===== src/rtl/cf_pkg.sv =====
package cf_pkg;

  typedef enum logic {
    CF_IDLE = 1'b0,
    CF_EMIT = 1'b1
  } cf_state_e;

endpackage


===== src/rtl/cf_edge_detect.sv =====
module cf_edge_detect #(
  parameter int STRIPS = 12
) (
  input  logic [STRIPS-1:0] hits,
  output logic [STRIPS-1:0] upper_edge,
  output logic [STRIPS-1:0] lower_edge
);

  logic [STRIPS-1:0] above;
  logic [STRIPS-1:0] below;

  for (genvar i = 0; i < STRIPS; i++) begin : g_nb
    if (i == STRIPS - 1) begin : g_top
      assign above[i] = 1'b0;
    end else begin : g_mid_hi
      assign above[i] = hits[i+1];
    end
    if (i == 0) begin : g_bot
      assign below[i] = 1'b0;
    end else begin : g_mid_lo
      assign below[i] = hits[i-1];
    end
  end

  assign upper_edge = hits & ~above;
  assign lower_edge = hits & ~below;

endmodule


===== src/rtl/cf_top_select.sv =====
module cf_top_select #(
  parameter int STRIPS = 12,
  parameter int POS_W  = 4
) (
  input  logic [STRIPS-1:0] mask,
  output logic [POS_W-1:0]  pos,
  output logic [STRIPS-1:0] onehot
);

  always_comb begin
    pos    = '0;
    onehot = '0;
    for (int i = 0; i < STRIPS; i++) begin
      if (mask[i]) begin
        pos    = POS_W'(i + 1);
        onehot = STRIPS'(1) << i;
      end
    end
  end

endmodule


===== src/rtl/cf_record_calc.sv =====
module cf_record_calc #(
  parameter int POS_W = 4,
  parameter int WID_W = 3
) (
  input  logic [POS_W-1:0] upper_pos,
  input  logic [POS_W-1:0] lower_pos,
  output logic [POS_W:0]   centre,
  output logic [WID_W-1:0] width
);

  localparam int WMAX = (1 << WID_W) - 1;

  logic [POS_W:0] span;

  always_comb begin
    centre = {1'b0, upper_pos} + {1'b0, lower_pos};
    span   = {1'b0, upper_pos} - {1'b0, lower_pos} + (POS_W+1)'(1);
    if (int'(span) > WMAX) width = WID_W'(WMAX);
    else                   width = span[WID_W-1:0];
  end

endmodule


===== src/rtl/cluster_finder.sv =====
module cluster_finder #(
  parameter int STRIPS       = 12,
  parameter int MAX_CLUSTERS = 6,
  parameter int WID_W        = 3,
  localparam int POS_W = $clog2(STRIPS + 1),
  localparam int CNT_W = $clog2(MAX_CLUSTERS + 1)
) (
  input  logic              clk,
  input  logic              rst_n,
  input  logic              in_valid,
  output logic              in_ready,
  input  logic [STRIPS-1:0] in_hits,
  output logic              busy,
  output logic              out_valid,
  input  logic              out_ready,
  output logic [POS_W-1:0]  out_start,
  output logic [POS_W-1:0]  out_finish,
  output logic [POS_W:0]    out_centre,
  output logic [WID_W-1:0]  out_width,
  output logic              out_last,
  output logic              done,
  output logic              overflow
);
  import cf_pkg::*;

  cf_state_e         state_q;
  logic [STRIPS-1:0] up_q, lo_q;
  logic [CNT_W-1:0]  cnt_q;
  logic              done_q, ovf_q;

  logic [STRIPS-1:0] up_new, lo_new;
  logic [STRIPS-1:0] up_oh, lo_oh, up_rem;
  logic [POS_W-1:0]  up_pos, lo_pos;
  logic              fire, final_rec;

  cf_edge_detect #(.STRIPS(STRIPS)) u_edges (
    .hits(in_hits), .upper_edge(up_new), .lower_edge(lo_new)
  );

  cf_top_select #(.STRIPS(STRIPS), .POS_W(POS_W)) u_sel_up (
    .mask(up_q), .pos(up_pos), .onehot(up_oh)
  );

  cf_top_select #(.STRIPS(STRIPS), .POS_W(POS_W)) u_sel_lo (
    .mask(lo_q), .pos(lo_pos), .onehot(lo_oh)
  );

  cf_record_calc #(.POS_W(POS_W), .WID_W(WID_W)) u_calc (
    .upper_pos(up_pos), .lower_pos(lo_pos), .centre(out_centre), .width(out_width)
  );

  assign busy       = (state_q == CF_EMIT);
  assign in_ready   = ~busy;
  assign out_valid  = busy;
  assign out_start  = up_pos;
  assign out_finish = lo_pos;
  assign up_rem     = up_q & ~up_oh;
  assign final_rec  = (up_rem == '0) || (cnt_q == CNT_W'(MAX_CLUSTERS - 1));
  assign out_last   = busy & final_rec;
  assign fire       = out_valid & out_ready;
  assign done       = done_q;
  assign overflow   = ovf_q;

  always_ff @(posedge clk) begin
    if (!rst_n) begin
      state_q <= CF_IDLE;
      up_q    <= '0;
      lo_q    <= '0;
      cnt_q   <= '0;
      done_q  <= 1'b0;
      ovf_q   <= 1'b0;
    end else begin
      done_q <= 1'b0;
      ovf_q  <= 1'b0;
      case (state_q)
        CF_IDLE: begin
          if (in_valid) begin
            if (up_new != '0) begin
              up_q    <= up_new;
              lo_q    <= lo_new;
              cnt_q   <= '0;
              state_q <= CF_EMIT;
            end else begin
              done_q <= 1'b1;
            end
          end
        end
        default: begin
          if (fire) begin
            up_q  <= up_rem;
            lo_q  <= lo_q & ~lo_oh;
            cnt_q <= cnt_q + CNT_W'(1);
            if (final_rec) begin
              state_q <= CF_IDLE;
              done_q  <= 1'b1;
              ovf_q   <= (up_rem != '0);
            end
          end
        end
      endcase
    end
  end

endmodule


===== config.mk =====
export PLATFORM = sky130hd
export DESIGN_NAME = cluster_finder
export DESIGN_NICKNAME = d
export VERILOG_FILES = /design/src/rtl/cf_pkg.sv /design/src/rtl/cf_edge_detect.sv /design/src/rtl/cf_top_select.sv /design/src/rtl/cf_record_calc.sv /design/src/rtl/cluster_finder.sv
export SDC_FILE = /design/constraint.sdc
export NUM_CORES = 1
export LEC_CHECK = 0
export ABC_CLOCK_PERIOD_IN_PS = 2700
export BUFFER_PORTS_ARGS = -buffer_cell sky130_fd_sc_hd__buf_2
export CAP_MARGIN = 20
export CORE_ASPECT_RATIO = 1.2
export CORE_MARGIN = 5
export CORE_UTILIZATION = 40
export DETAILED_ROUTE_END_ITERATION = 8
export PLACE_DENSITY_LB_ADDON = 0.15
export SYNTH_ARGS = -nofsm -noshare
export SYNTH_HDL_FRONTEND = slang
export SYNTH_SLANG_ARGS = --single-unit

===== constraint.sdc =====
create_clock -name clk -period 2.7 [get_ports clk]
set_clock_uncertainty 0.05 [all_clocks]
set_input_delay 0 -clock clk [delete_from_list [all_inputs] [get_ports clk]]
set_output_delay 0 -clock clk [all_outputs]
set_load 0.01 [all_outputs]

# Word-level counts from Yosys, hierarchy flattened
# Cells that the tools add are included.
[word_totals]
ff_bits = 30
in_bits = 16
out_inout_bits = 22
[op_classes]
n_addsub = 4
n_lt_le_gt_ge = 1
n_eq_ne = 2
n_mux = 71
n_bitwise = 11
reduce_logical = 8
[op_table]
columns = ["op", "n"]
rows = [
  ["2-to-1 mux 12 bit", 10],
  ["bitwise AND 12 bit", 4],
  ["2-to-1 mux 4 bit", 12],
  ["2-to-1 mux 3 bit", 15],
  ["NOT 12 bit", 3],
  ["nonzero test 12 bit", 2],
  ["2-to-1 mux 11 bit", 2],
  ["2-to-1 mux 10 bit", 2],
  ["2-to-1 mux 9 bit", 2],
  ["2-to-1 mux 8 bit", 2],
  ["2-to-1 mux 1 bit", 14],
  ["2-to-1 mux 7 bit", 2],
  ["zero test 12 bit", 1],
  ["2-to-1 mux 2 bit", 6],
  ["2-to-1 mux 6 bit", 2],
  ["NOT 11 -> 12 bit", 1],
  ["2-to-1 mux 5 bit", 2],
  ["adder 4 x 4 -> 5 bit", 1],
  ["adder 5 x 1 -> 5 bit, second input constant", 1],
  ["> comparator 5 x 3 -> 1 bit, second input constant", 1],
  ["subtractor 4 x 4 -> 5 bit", 1],
  ["AND reduction 4 bit", 1],
  ["nonzero test 2 bit", 2],
  ["adder 3 x 1 -> 3 bit, second input constant", 1],
  ["6 further kinds", 7],
]

# Depth between registers and ports, before layout
[depth]
ltp_word = 19
mapped_depth = 13

# Cells and area by module
# Synthesis repeated with hierarchy kept, for this count alone.
[hier_totals]
hier_cells = 325
area_unflattened_um2 = 2627.5
[by_module_without_submodules]
columns = ["module", "n_inst", "cells_each", "area_per_inst_um2", "seq_area_each_um2"]
rows = [
  ["cluster_finder", 1, 184, 1632.8, 600.6],
  ["cf_top_select", 2, 37, 251.5, 0.0],
  ["cf_record_calc", 1, 43, 334.1, 0.0],
  ["cf_edge_detect", 1, 24, 157.7, 0.0],
]

# Least setup slack after synthesis
# No wires, ideal clock.
[synth_path]
path_type = "register to output"
startpoint = "register lo_q[3]"
endpoint = "output port out_width[0]"
arrival_time_ns = 2.626
path_slack_ns = 0.024
stages_incl_launch_ff = 10
n_path_buf = 0
cell_sequence = "dfxtp_1 -> or4_1 -> a21o_2 -> ha_1 -> inv_1 -> ha_1 -> a211oi_1 -> xnor2_1 -> a31oi_1 -> or2_2"
[synth_between]
elab_chain_cells = 13
[synth_lines]
columns = ["element", "line_no", "source"]
rows = [
  ["start, declared", "cluster_finder.sv:27", "logic [STRIPS-1:0] up_q, lo_q;"],
  ["start signal, assigned", "cluster_finder.sv:80", "lo_q <= lo_new;"],
  ["start signal, assigned", "cluster_finder.sv:91", "lo_q <= lo_q & ~lo_oh;"],
  ["2-to-1 mux 3 bit (4 in a row)", "cf_top_select.sv:14", "if (mask[i]) begin"],
  ["2-to-1 mux 4 bit (5 in a row)", "cf_top_select.sv:14", ""],
  ["named net out_finish[2]", "cluster_finder.sv:17", "output logic [POS_W-1:0] out_finish,"],
  ["subtractor 4 x 4 -> 5 bit", "cf_record_calc.sv:17", "span = {1'b0, upper_pos} - {1'b0, lower_pos} + (POS_W+1)'(1);"],
  ["adder 5 x 1 -> 5 bit", "cf_record_calc.sv:17", ""],
  ["> comparator 5 x 3 -> 1 bit", "cf_record_calc.sv:18", "if (int'(span) > WMAX) width = WID_W'(WMAX);"],
  ["2-to-1 mux 3 bit", "cf_record_calc.sv:18", ""],
  ["end, declared", "cluster_finder.sv:19", "output logic [WID_W-1:0] out_width,"],
]
# The timed path passes the listed nets, and every way through them passes these cells.

# Worst setup path in the final report
[layout_path]
startpoint = "register lo_q[5]"
endpoint = "output port out_width[0]"
[layout_between]
elab_chain_cells = 11
[layout_lines]
columns = ["element", "line_no"]
rows = [
  ["2-to-1 mux 3 bit * (2 in a row)", "cf_top_select.sv:14"],
  ["2-to-1 mux 4 bit * (5 in a row)", "cf_top_select.sv:14"],
  ["subtractor 4 x 4 -> 5 bit *", "cf_record_calc.sv:17"],
  ["adder 5 x 1 -> 5 bit *", "cf_record_calc.sv:17"],
  ["> comparator 5 x 3 -> 1 bit", "cf_record_calc.sv:18"],
  ["2-to-1 mux 3 bit *", "cf_record_calc.sv:18"],
]
# Mark *: on every way between the ends. The rest lies on a longest branch, timed or not.

==> impl_summary.log <==
[metrics] number of buffers created by CTS: 5
[metrics] run status: complete, but fails checks
[metrics] overall die area: 6870 µm²
[metrics] final hold viol count: 0
[metrics] leading cell types by total area after synthesis: sky130_fd_sc_hd__dfxtp_1 28%, sky130_fd_sc_hd__a21oi_1 7.8%, sky130_fd_sc_hd__ha_1 7.7%
[metrics] clock tree from TritonCTS: built
[metrics] detail-routed via count per cell: 5.63
[metrics] most instantiated flip-flop cell in the synthesis netlist: sky130_fd_sc_hd__dfxtp_1
[metrics] power density over the cells: 575 nW/µm²
[metrics] first-pass GRT wire length: 11100 µm
[metrics] kind of end point of the critical path: primary output
[metrics] Clk pin slew, worst setup/hold paths: 0.06 ns
[metrics] RePlAce Congestion: 0.829
[metrics] leakage dissipation: 1.20 nW
[metrics] critical path startpoint category: flop
[metrics] crit-path max FO: 3
[metrics] Tightest Hold Check Type: input pin to flop
[metrics] count of port buffers added during placement: 37
[metrics] number of enable flip-flop cells after synthesis: 0
[metrics] endpoint of the lowest-slack register-to-register path: lo_q[8]$_SDFFE_PN0P_
[metrics] Final Total Pwr: 1.67 mW
[metrics] cell count of the worst reg-to-reg path: 7
[metrics] number of cells traversed by the worst hold path: 3
[metrics] mean area per synthesized cell: 7.84 µm²
[metrics] post-detailed-placement half-perimeter wirelength: 4810 µm
[metrics] buffers plus inverters on the worst setup path: 2
[metrics] classification of the worst setup path: flop to primary output
[metrics] library cell appearing most often on the critical path: sky130_fd_sc_hd__ha_4
[metrics] DRC violations left: 0
[metrics] number of cell rows: 29
[metrics] first-pass iteration count of the detailed router: 4
[metrics] Worst Min Path Start: in_hits[6]
[metrics] net count after synthesis: 302
[metrics] RSZ-0062 raised after global routing: yes
[metrics] hold path endpoint: lo_q[7]$_SDFFE_PN0P_
[metrics] Max Cap Viol: 0
[metrics] count of mapped cells out of synthesis: 271
[metrics] clock sink count: 30
[metrics] Net count, final: 373
[metrics] kind of cell with the highest combined delay on the critical path: simple AND/OR/NAND/NOR gates
[metrics] worst slack after detailed placement: -0.0102 ns
[metrics] buffers from clock root to sink, at most: 2
[metrics] residual antenna-violating net count after detailed routing: 0
[metrics] pin count of the biggest net entering global routing: 20
[metrics] clock tree root buffer cell: sky130_fd_sc_hd__clkbuf_8
[metrics] number of warnings issued by yosys: 0
[metrics] Yosys reg bits: 30
[metrics] IO Count: 38
[metrics] Core Box Area: 5230 µm²
[metrics] GRT Overall Usage: 19.5%
[metrics] number of antenna violations at the first check in global routing: 0
[metrics] proportion of synthesized chip area in sequential cells: 28.3%
[metrics] via count: 2267
[metrics] top-area cell type share of the netlist area: 28.3%
[metrics] die width: 76.5 µm
[metrics] violations in the final reports: setup timing
[metrics] Initial Utilization: 40.6%
[metrics] worst r2r src: busy$_SDFF_PN0_
[metrics] Final min period: 2.82 ns
[metrics] top achievable clock speed: 355 MHz
[metrics] initial drt markers: 169
[metrics] utilization after layout: 55.6%
[metrics] leading cell type by number of instances after synthesis: sky130_fd_sc_hd__a21oi_1
[metrics] most frequent cells after synthesis: 33 x sky130_fd_sc_hd__a21oi_1, 30 x sky130_fd_sc_hd__dfxtp_1, 23 x sky130_fd_sc_hd__nor2_1
[metrics] share of post-route cells with drive strength above 1: 34.6%
[metrics] Clk Latency, worst-skew pair: 0.28 ns
[metrics] wirelength, routed: 6560 µm
[metrics] count of cell types in the netlist: 52
[metrics] number of global-route vias before repair: 2279
[metrics] cells along the critical path: or4_4 -> a21o_4 -> ha_4 -> inv_2 -> ha_4 -> a211oi_2 -> xnor2_1 -> a31oi_2 -> or2_4 -> buf_6
[metrics] arrival time of data at the critical path endpoint: 2.77 ns
[metrics] transition time of the tightest slew-check pin: 0.495 ns
[metrics] Max rail drop VDD: 0.331 mV
[metrics] number of levels in the clock H-tree: 2
[metrics] layout filler cell count: 510
[metrics] critical path's slowest cell: sky130_fd_sc_hd__or4_4
[metrics] final cycle utilization of the critical path: 104%
[metrics] overall die height: 89.8 µm
[metrics] setup-violating endpoint count in the final report: 3
[metrics] total gr overflow: 0
[metrics] area of the mapped netlist: 2120 µm²
[metrics] post-detailed-route wirelength per cell: 16.3 µm
[metrics] maximum single-stage delay on the critical path: 0.53 ns
[metrics] number of max-slew violations in the final report: 0
[metrics] Critical Path RT: 2.65 ns
[metrics] post-synthesis to final-layout area growth: 36.8%
[metrics] area leader, netlist: sky130_fd_sc_hd__dfxtp_1
[metrics] worst rel slew slack: 67.0%
[metrics] ys async rst share: 0%
[metrics] worst-case setup margin in the final layout: -0.119 ns
[metrics] antenna diode count: 0
[metrics] setup slack of the most critical reg-to-reg path: 0.25 ns
-- layer usage --
layer	GRT usage (%)	vias to the layer above	wire length (µm)	share of wire [%]
met5	0	-	0	0
met4	6.41	0	120	1.8
met3	4.20	11	331	5.0
met2	33.6	58	3260	50
met1	24.0	1067	2850	43
li1	-	1131	-	-
-- logic make-up (layout without fill, tap and decap cells) --
logic type	after synthesis	after routing	share of synthesized area, %
AND/OR/NAND/NOR	97	97	24.5
AO/OA/AOI/OAI	94	94	29.5
flip-flops	30	30	28.3
buffers and inverters	28	98	5.24
adder cells (fa/ha/maj)	17	17	10.5
XOR/XNOR	5	5	2.06
-- flip-flops by register name, indices dropped and copies added (netlist names) --
name,flops
done,1
cnt_q,3
overflow,1
up_q,12
lo_q,12
busy,1
-- worst reg2reg max path: stages (launching register included) --
cell,delay (ns)
sky130_fd_sc_hd__dfxtp_1,0.63
sky130_fd_sc_hd__nand2_1,0.38
sky130_fd_sc_hd__nand2_1,0.20
sky130_fd_sc_hd__o31ai_2,0.09
sky130_fd_sc_hd__buf_4,0.19
sky130_fd_sc_hd__o211ai_1,0.17
sky130_fd_sc_hd__o21ai_1,0.08
sky130_fd_sc_hd__dlygate4sd3_1,0.55
-- where the power goes --
| part | internal, mW | switching [mW] |
|---|---|---|
| Sequential | 0.466 | 0.0311 |
| Combinational | 0.395 | 0.423 |
| Clock | 0.196 | 0.161 |
-- timing repair --
action | in CTS | in global routing
resized for setup | 27 | 18
pin swaps | 18 | 9
buffers inserted | 5 | 2
hold endpoints to repair | 15 | 0
endpoints found under the setup margin | 3 | 4
hold buffers | 11 | 0
-- layout by cell type, fill, tap and decap left out, drive strengths merged, types with 3 or more instances in the layout --
cell         Yosys  layout
clkbuf           8       6
a21oi           33      33
ha              13      13
nor2            23      23
o21ai           14      14
inv             15      15
nand2           19      19
nor2b            7       7
o211ai           3       3
a211oi           3       3
nand3            9       9
a31oi            4       4
nor4             3       3
o21bai           5       5
nor3             7       7
nand4            3       3
nand2b           5       5
dfxtp           30      30
buf              3      64
o21a             4       4
o32ai            5       5
nand3b           6       6
nor3b            3       3
xor2             3       3
a21o             5       5
dlygate4sd3      0      11
o31ai            6       6
o31a             5       5
or4              4       4
or2              4       4
-- worst max-delay path by stage --
stage / cells after the start / slack [ns] / end / start
6_report: 10 / -0.12 / out_width[0] / lo_q[5]$_SDFFE_PN0P_
5_1_grt: 10 / -0.25 / out_width[1] / lo_q[5]$_SDFFE_PN0P_
4_1_cts: 15 / -0.1 / out_width[2] / up_q[1]$_SDFFE_PN0P_
3_5_place_dp: 10 / -0.01 / out_width[1] / lo_q[3]$_SDFFE_PN0P_
3_3_place_gp: 10 / 0.04 / out_width[0] / lo_q[3]$_SDFFE_PN0P_
2_1_floorplan: 9 / 0.02 / out_width[0] / lo_q[3]$_SDFFE_PN0P_
-- per-stage QoR --
step                      setup TNS (ns)  instance area, µm²  cells  hold slack (ns)
after floorplan                        0                2120    271           0.0459
after global placement                 0                2490    379            0.210
after detailed placement         -0.0143                2490    379            0.209
after CTS                         -0.280                2820    401          0.00376
after global routing              -0.698                2900    403           0.0367
final                             -0.273                2900    403          0.00942
-- layout make-up --
| cell class | count | area [µm²] | area share [%] |
|---|---|---|---|
| well taps | 62 | 77.6 | 2.67 |
| flip-flops and latches | 30 | 612 | 21.1 |
| multi-input cells | 213 | 1560 | 53.6 |
| repair buffers | 75 | 510 | 17.6 |
| inverters | 17 | 63.8 | 2.20 |
| clock buffers | 6 | 82.6 | 2.84 |
No activity file was read; power rests on OpenSTA's default activity.
